### src/rtl/gdt_pkg.sv
// Package gdt_pkg
// Shared encodings for the gate dead-time inserter: the tick source select
// and the start trigger select. Assumes one-bit select inputs at the top.
package gdt_pkg;

    typedef enum logic {
        SRC_CLK      = 1'b0,
        SRC_CLK_DIV2 = 1'b1
    } src_sel_e;

    typedef enum logic {
        TRIG_EDGE  = 1'b0,
        TRIG_TIMER = 1'b1
    } trig_sel_e;

endpackage

### src/rtl/gdt_tick_gen.sv
// Module gdt_tick_gen
// Produces the count-tick enable shared by all channels. In full-rate mode
// every clock is a tick. In half-rate mode a free-running toggle marks every
// second clock edge after reset release. Assumes a single clock domain and
// that the select may change at any time; the toggle phase is never reset
// by a select change.
module gdt_tick_gen
    import gdt_pkg::*;
(
    input  logic clk,
    input  logic rst_n,
    input  logic src_sel,
    output logic tick
);

    logic half_q;

    // Free-running divide-by-two phase, cleared only by reset
    always_ff @(posedge clk) begin
        if (!rst_n) begin
            half_q <= 1'b0;
        end else begin
            half_q <= ~half_q;
        end
    end

    // Select the tick enable for the current cycle
    always_comb begin
        if (src_sel == SRC_CLK_DIV2) begin
            tick = half_q;
        end else begin
            tick = 1'b1;
        end
    end

    // in half-rate mode two consecutive ticks never occur
    p_half_no_back_to_back_r5: assert property (@(posedge clk) disable iff (!rst_n)
        (src_sel == SRC_CLK_DIV2 && tick) |=> !(src_sel == SRC_CLK_DIV2 && tick));

endmodule

### src/rtl/gdt_setting_reg.sv
// Module gdt_setting_reg
// Holds the dead-time tick count. It resets to 1 so that outputs are always
// delayed by at least one tick. The effective count maps a stored 0 to 1.
// Assumes the load strobe is synchronous to clk.
module gdt_setting_reg #(
    parameter int unsigned CNT_W = 8
) (
    input  logic             clk,
    input  logic             rst_n,
    input  logic             load,
    input  logic [CNT_W-1:0] din,
    output logic [CNT_W-1:0] count_n
);

    localparam logic [CNT_W-1:0] ONE = {{(CNT_W-1){1'b0}}, 1'b1};

    logic [CNT_W-1:0] set_q;

    // Capture a new setting on a load strobe; reset value is one tick
    always_ff @(posedge clk) begin
        if (!rst_n) begin
            set_q <= ONE;
        end else if (load) begin
            set_q <= din;
        end
    end

    // Replace the illegal zero count by the smallest legal one
    always_comb begin
        if (set_q == '0) begin
            count_n = ONE;
        end else begin
            count_n = set_q;
        end
    end

    // a load strobe stores the presented value
    p_load_capture_r2: assert property (@(posedge clk) disable iff (!rst_n)
        load |=> (set_q == $past(din)));

endmodule

### src/rtl/gdt_gate_channel.sv
// Module gdt_gate_channel
// Conditions one gate line. A switch-on request (raw high) is granted only
// after count_n ticks following a start event. A switch-off (raw low) is
// passed combinationally and clears any pending count. In bypass the grant
// flag tracks the raw line, so re-enabling keeps an already-on gate on.
// Assumes count_n is never zero and that tick is a one-cycle enable.
module gdt_gate_channel
    import gdt_pkg::*;
#(
    parameter int unsigned CNT_W = 8
) (
    input  logic             clk,
    input  logic             rst_n,
    input  logic             dt_en,
    input  logic             trig_sel,
    input  logic             tick,
    input  logic             tmr_uflow,
    input  logic [CNT_W-1:0] count_n,
    input  logic             raw,
    output logic             gate
);

    localparam logic [CNT_W-1:0] ONE = {{(CNT_W-1){1'b0}}, 1'b1};

    logic             raw_q;
    logic             run_q;
    logic             act_q;
    logic [CNT_W-1:0] cnt_q;
    logic             start_edge;
    logic             start_tmr;
    logic             start;

    // Remember the previous raw level for rising-edge detection
    always_ff @(posedge clk) begin
        if (!rst_n) begin
            raw_q <= 1'b0;
        end else begin
            raw_q <= raw;
        end
    end

    // Derive the start event from the selected trigger source
    always_comb begin
        start_edge = raw & ~raw_q;
        start_tmr  = tmr_uflow & raw & ~act_q & ~run_q;
        if (trig_sel == TRIG_TIMER) begin
            start = start_tmr;
        end else begin
            start = start_edge;
        end
    end

    // Dead-time counter and switch-on grant flag
    always_ff @(posedge clk) begin
        if (!rst_n) begin
            run_q <= 1'b0;
            act_q <= 1'b0;
            cnt_q <= '0;
        end else if (!dt_en) begin
            run_q <= 1'b0;
            act_q <= raw;
            cnt_q <= '0;
        end else if (!raw) begin
            run_q <= 1'b0;
            act_q <= 1'b0;
        end else if (start && !act_q) begin
            run_q <= 1'b1;
            cnt_q <= count_n;
        end else if (run_q && tick) begin
            if (cnt_q == ONE) begin
                run_q <= 1'b0;
                act_q <= 1'b1;
            end else begin
                cnt_q <= cnt_q - ONE;
            end
        end
    end

    // Switch-off passes at once; switch-on needs the grant unless bypassed
    always_comb begin
        if (dt_en) begin
            gate = raw & act_q;
        end else begin
            gate = raw;
        end
    end

    // a grant appears only on the tick that ends a running count
    p_grant_after_count_r3: assert property (@(posedge clk) disable iff (!rst_n)
        ($past(dt_en) && $rose(act_q)) |-> $past(run_q && tick && (cnt_q == ONE)));

    // the output never conducts while its count is still running
    p_no_early_on_r3: assert property (@(posedge clk) disable iff (!rst_n)
        (dt_en && run_q) |-> !gate);

    // a running count never holds zero
    p_run_count_nonzero_r2: assert property (@(posedge clk) disable iff (!rst_n)
        run_q |-> (cnt_q != '0));

    // a raw drop during a count cancels it and withholds the grant
    p_cancel_on_drop_r8: assert property (@(posedge clk) disable iff (!rst_n)
        (dt_en && !raw && run_q) |=> (!run_q && !act_q));

endmodule

### src/rtl/gate_deadtime.sv
// Module gate_deadtime
// Top of the gate dead-time inserter. One shared tick generator and setting
// register feed N_GATES independent channel conditioners. Assumes all inputs
// are synchronous to clk and that tmr_uflow is a one-cycle pulse.
module gate_deadtime
    import gdt_pkg::*;
#(
    parameter int unsigned N_GATES = 6,
    parameter int unsigned CNT_W   = 8
) (
    input  logic               clk,
    input  logic               rst_n,
    input  logic [CNT_W-1:0]   dt_setting,
    input  logic               dt_load,
    input  logic               src_half,
    input  logic               trig_timer,
    input  logic               dt_enable,
    input  logic               tmr_uflow,
    input  logic [N_GATES-1:0] gate_raw,
    output logic [N_GATES-1:0] gate_out
);

    logic             tick;
    logic [CNT_W-1:0] count_n;

    gdt_tick_gen u_tick (
        .clk     (clk),
        .rst_n   (rst_n),
        .src_sel (src_half),
        .tick    (tick)
    );

    gdt_setting_reg #(
        .CNT_W (CNT_W)
    ) u_setting (
        .clk     (clk),
        .rst_n   (rst_n),
        .load    (dt_load),
        .din     (dt_setting),
        .count_n (count_n)
    );

    // One conditioner per gate line
    for (genvar g = 0; g < N_GATES; g++) begin : g_chan
        gdt_gate_channel #(
            .CNT_W (CNT_W)
        ) u_chan (
            .clk       (clk),
            .rst_n     (rst_n),
            .dt_en     (dt_enable),
            .trig_sel  (trig_timer),
            .tick      (tick),
            .tmr_uflow (tmr_uflow),
            .count_n   (count_n),
            .raw       (gate_raw[g]),
            .gate      (gate_out[g])
        );
    end

    // with the enable clear the outputs copy the raw gates on every edge
    p_bypass_copy_r9: assert property (@(posedge clk) disable iff (!rst_n)
        (!dt_enable && $past(!dt_enable)) |-> (gate_out == gate_raw));

endmodule

### config.mk
export PLATFORM = sky130hd
export DESIGN_NAME = gate_deadtime
export DESIGN_NICKNAME = d
export VERILOG_FILES = /design/src/rtl/gdt_pkg.sv /design/src/rtl/gdt_tick_gen.sv /design/src/rtl/gdt_setting_reg.sv /design/src/rtl/gdt_gate_channel.sv /design/src/rtl/gate_deadtime.sv
export SDC_FILE = /design/constraint.sdc
export NUM_CORES = 1
export LEC_CHECK = 0
export CAP_MARGIN = 20
export CORE_UTILIZATION = 29
export CTS_BUF_LIST = sky130_fd_sc_hd__clkbuf_16
export DETAILED_ROUTE_END_ITERATION = 8
export GPL_TIMING_DRIVEN = 0
export SYNTH_ARGS = -nofsm -noshare
export SYNTH_HDL_FRONTEND = slang
export SYNTH_SLANG_ARGS = --single-unit
### constraint.sdc
create_clock -name clk -period 2.3 [get_ports clk]
set_clock_uncertainty 0.05 [all_clocks]
set_input_delay 0.46 -clock clk [delete_from_list [all_inputs] [get_ports clk]]
set_output_delay 0.46 -clock clk [all_outputs]
set_load 0.03 [all_outputs]
==> flow_summary.toml <==
[worst_setup_path]
r2r_slack_ns = 0.17
reg2regPathDepth = 6
worst-setup-path-type = "in -> out"
cp.depth = 5
cp_slowest_cell = "clkdlybuf4s15_1"
cp.arrival_ns = 1.71
path_max_fanout = 10
cpPeakStageDelay_ns = 0.36
required_ns = 1.79
cp_cell_sequence = "dlygate4sd2_1 > clkbuf_8 > a21boi_1 > buf_4 > clkdlybuf4s15_1"
critPathLaunchType = "input pin"
path_buf_inv = 4
critical-path-top-delay-family = "buffers and inverters"
crit_path_end_kind = "primary output"

[synthesis]
ys_ff_latch = 75
syn_inst = 471
synthAdderAreaFrac = 0.0383
synth_xor_area_frac = 0.0625
synthesis.area_um2 = 3920
syn_avg_cell_area_um2 = 8.33
syn_nets = 504
synth-warning-count = 0
yosysSeqAreaShare = 0.383
ys_types = 49
synth-main-ff-cell = "dfxtp_1"
synth_top_family_by_area = "simple AND/OR/NAND/NOR gates"
synth_edf_count = 0
muxShareOfSynthArea = 0.0453
synth_compound_area_frac = 0.190
yosys.area_share.simple = 0.228
synthArstFlopShare = 0

[outcome]
outcome = "complete, no violations"

[final_layout]
layout_commonest_cell = "dfxtp_1"
area_growth_pct = 19.6
layout.nets = 537
fill_cells = 1393
utilization = 0.354
n_antenna_cell = 0
final_cell_mix = "dfxtp_1, o21ai_0, a21oi_1"
drive_gt1_frac = 0.0904

[sta]
final-max-slew-violation-count = 0
max_freq_mhz = 451
finalHoldViolCount = 0
slew_headroom = 0.605
period_needed_ns = 2.22
fin_ws_ns = 0.0814
worstMarginPinSlew_ns = 0.585
setup_viol = 0
rsz0062_at_grt = "false"
period_share = 0.965

[place]
io_buffers = 23
gp_congestion = 0.842
place_ws_ns = -0.664
dp.final_hpwl_um = 7150

[clock_tree]
max-clock-path-buffers = 2
htreeDepth = 3
postCtsResizedCells = 21
cts_tree = "yes"
clock-sinks = 75
cts_made_buffers = 9
post_cts_buffers = 0
clk_pin_slew_ns = 0.06
cts-hold-fix-buffers = 0
clkLatencyLatePin_ns = 0.34
cts_root_buf = "clkbuf_16"

[floorplanning]
pin_count = 27
die_w_um = 118
die_area_um2 = 14000
rows = 42
fp.dieH_um = 118
initial_core_util = 0.296
core_area_um2 = 13200

[global_route]
grt_util_met1 = 0.198
antenna_found_initial = 0
grt_max_degree = 14
use_met2 = 0.251
busiest_layer = "met2"
grt_pass1_wl_um = 16800
grt_use_met3 = 0.0333
grt_pass1_vias = 3352
track_usage = 0.154
grt_overflow_total = 0

[power_and_ir_drop]
leakagePower_uw = 0.00162
ir_drop_mv = 0.306
p_per_area_nw_per_um2 = 681

[routing]
wl_per_cell_um = 15.0
drt_pass1_iterations = 4
vias = 3485
post-route-drc-count = 0
routed_wl_um = 10300
avgViaCountPerCell = 5.09
antenna_left = 0
first_iter_violations = 168

[run]
max-cap-violations = 0

[hold_path]
whs_path_depth = 1
min-delay-path-class = "reg -> reg"
[state kept, by name, indices dropped and copies added, names as in the netlist]
signal,count
u_tick.half_q,1
g_chan.u_chan.act_q,6
u_setting.set_q,8
g_chan.u_chan.run_q,6
g_chan.u_chan.raw_q,6
g_chan.u_chan.cnt_q,48
[power by group]
group          internal [uW]  total [uW]  switching [uW]
Clock                    835        1400             568
Sequential              1350        1410            60.2
Combinational            159         382             223
Total                   2350        3200             851
[layer usage]
metal | part of all wire | up-vias | wire length, um
met1 | 0.46 | 1657 | 4740
met5 | 0 | - | 0
met4 | 0.0096 | 0 | 99
li1 | - | 1751 | -
met3 | 0.058 | 8 | 599
met2 | 0.47 | 69 | 4860
[per-stage QoR]
step                      hold slack (ns)  total power [uW]  instance area [um2]  cells  TNS (ns)
after floorplan                     0.356              1670                 3920    471         0
after global placement              0.367              1810                 4370    670    -20.53
after detailed placement            0.378              1820                 4370    670    -22.21
after CTS                           0.382              3220                 4680    685         0
after global routing                0.416              3330                 4690    685         0
final                               0.396              3200                 4690    685         0
[worst paths after layout]
kind / start / end
max: dt_enable / gate_out[5]
max reg2reg: g_chan[5].u_chan.cnt_q[0] / g_chan[5].u_chan.cnt_q[2]
min reg2reg: u_tick.half_q / u_tick.half_q
min: u_tick.half_q / u_tick.half_q
[logic make-up (layout without fill, tap and decap cells)]
family,count (synthesis),after routing
AND/OR/NAND/NOR,158,158
AO/OA/AOI/OAI,131,131
flip-flops,75,75
buffers and inverters,50,88
XOR/XNOR,28,28
multiplexers,17,17
adder cells (fa/ha/maj),12,12
[area by class of cell]
class | instances | area, um2 | share of cell area
multi-input cells | 346 | 2230 | 0.475
repair buffers | 23 | 224 | 0.0477
well taps | 176 | 220 | 0.0469
clock inverters | 7 | 68.8 | 0.0147
plain buffers | 27 | 141 | 0.0301
flip-flops and latches | 75 | 1500 | 0.320
inverters | 22 | 82.6 | 0.0176
clock buffers | 9 | 225 | 0.0480
[synthesized netlist by cell type, types with 6 or more instances]
cell type	instances	area, um2
a21oi_1	47	235
nand2b_1	6	37.5
dfxtp_1	75	1500
nor3_1	15	75.1
nor2b_1	12	75.1
a31oi_1	6	37.5
inv_1	22	82.6
ha_1	12	150
mux2i_1	14	140
xor2_1	10	87.6
nand2_1	37	139
clkbuf_1	22	82.6
nand4_1	14	87.6
xnor2_1	18	158
o21ai_0	51	255
nand3b_1	6	45.0
nand3_1	12	60.1
nor2_1	21	78.8
nor4_1	7	43.8
buf_4	6	45.0
Power figures use the tool's default switching activity.
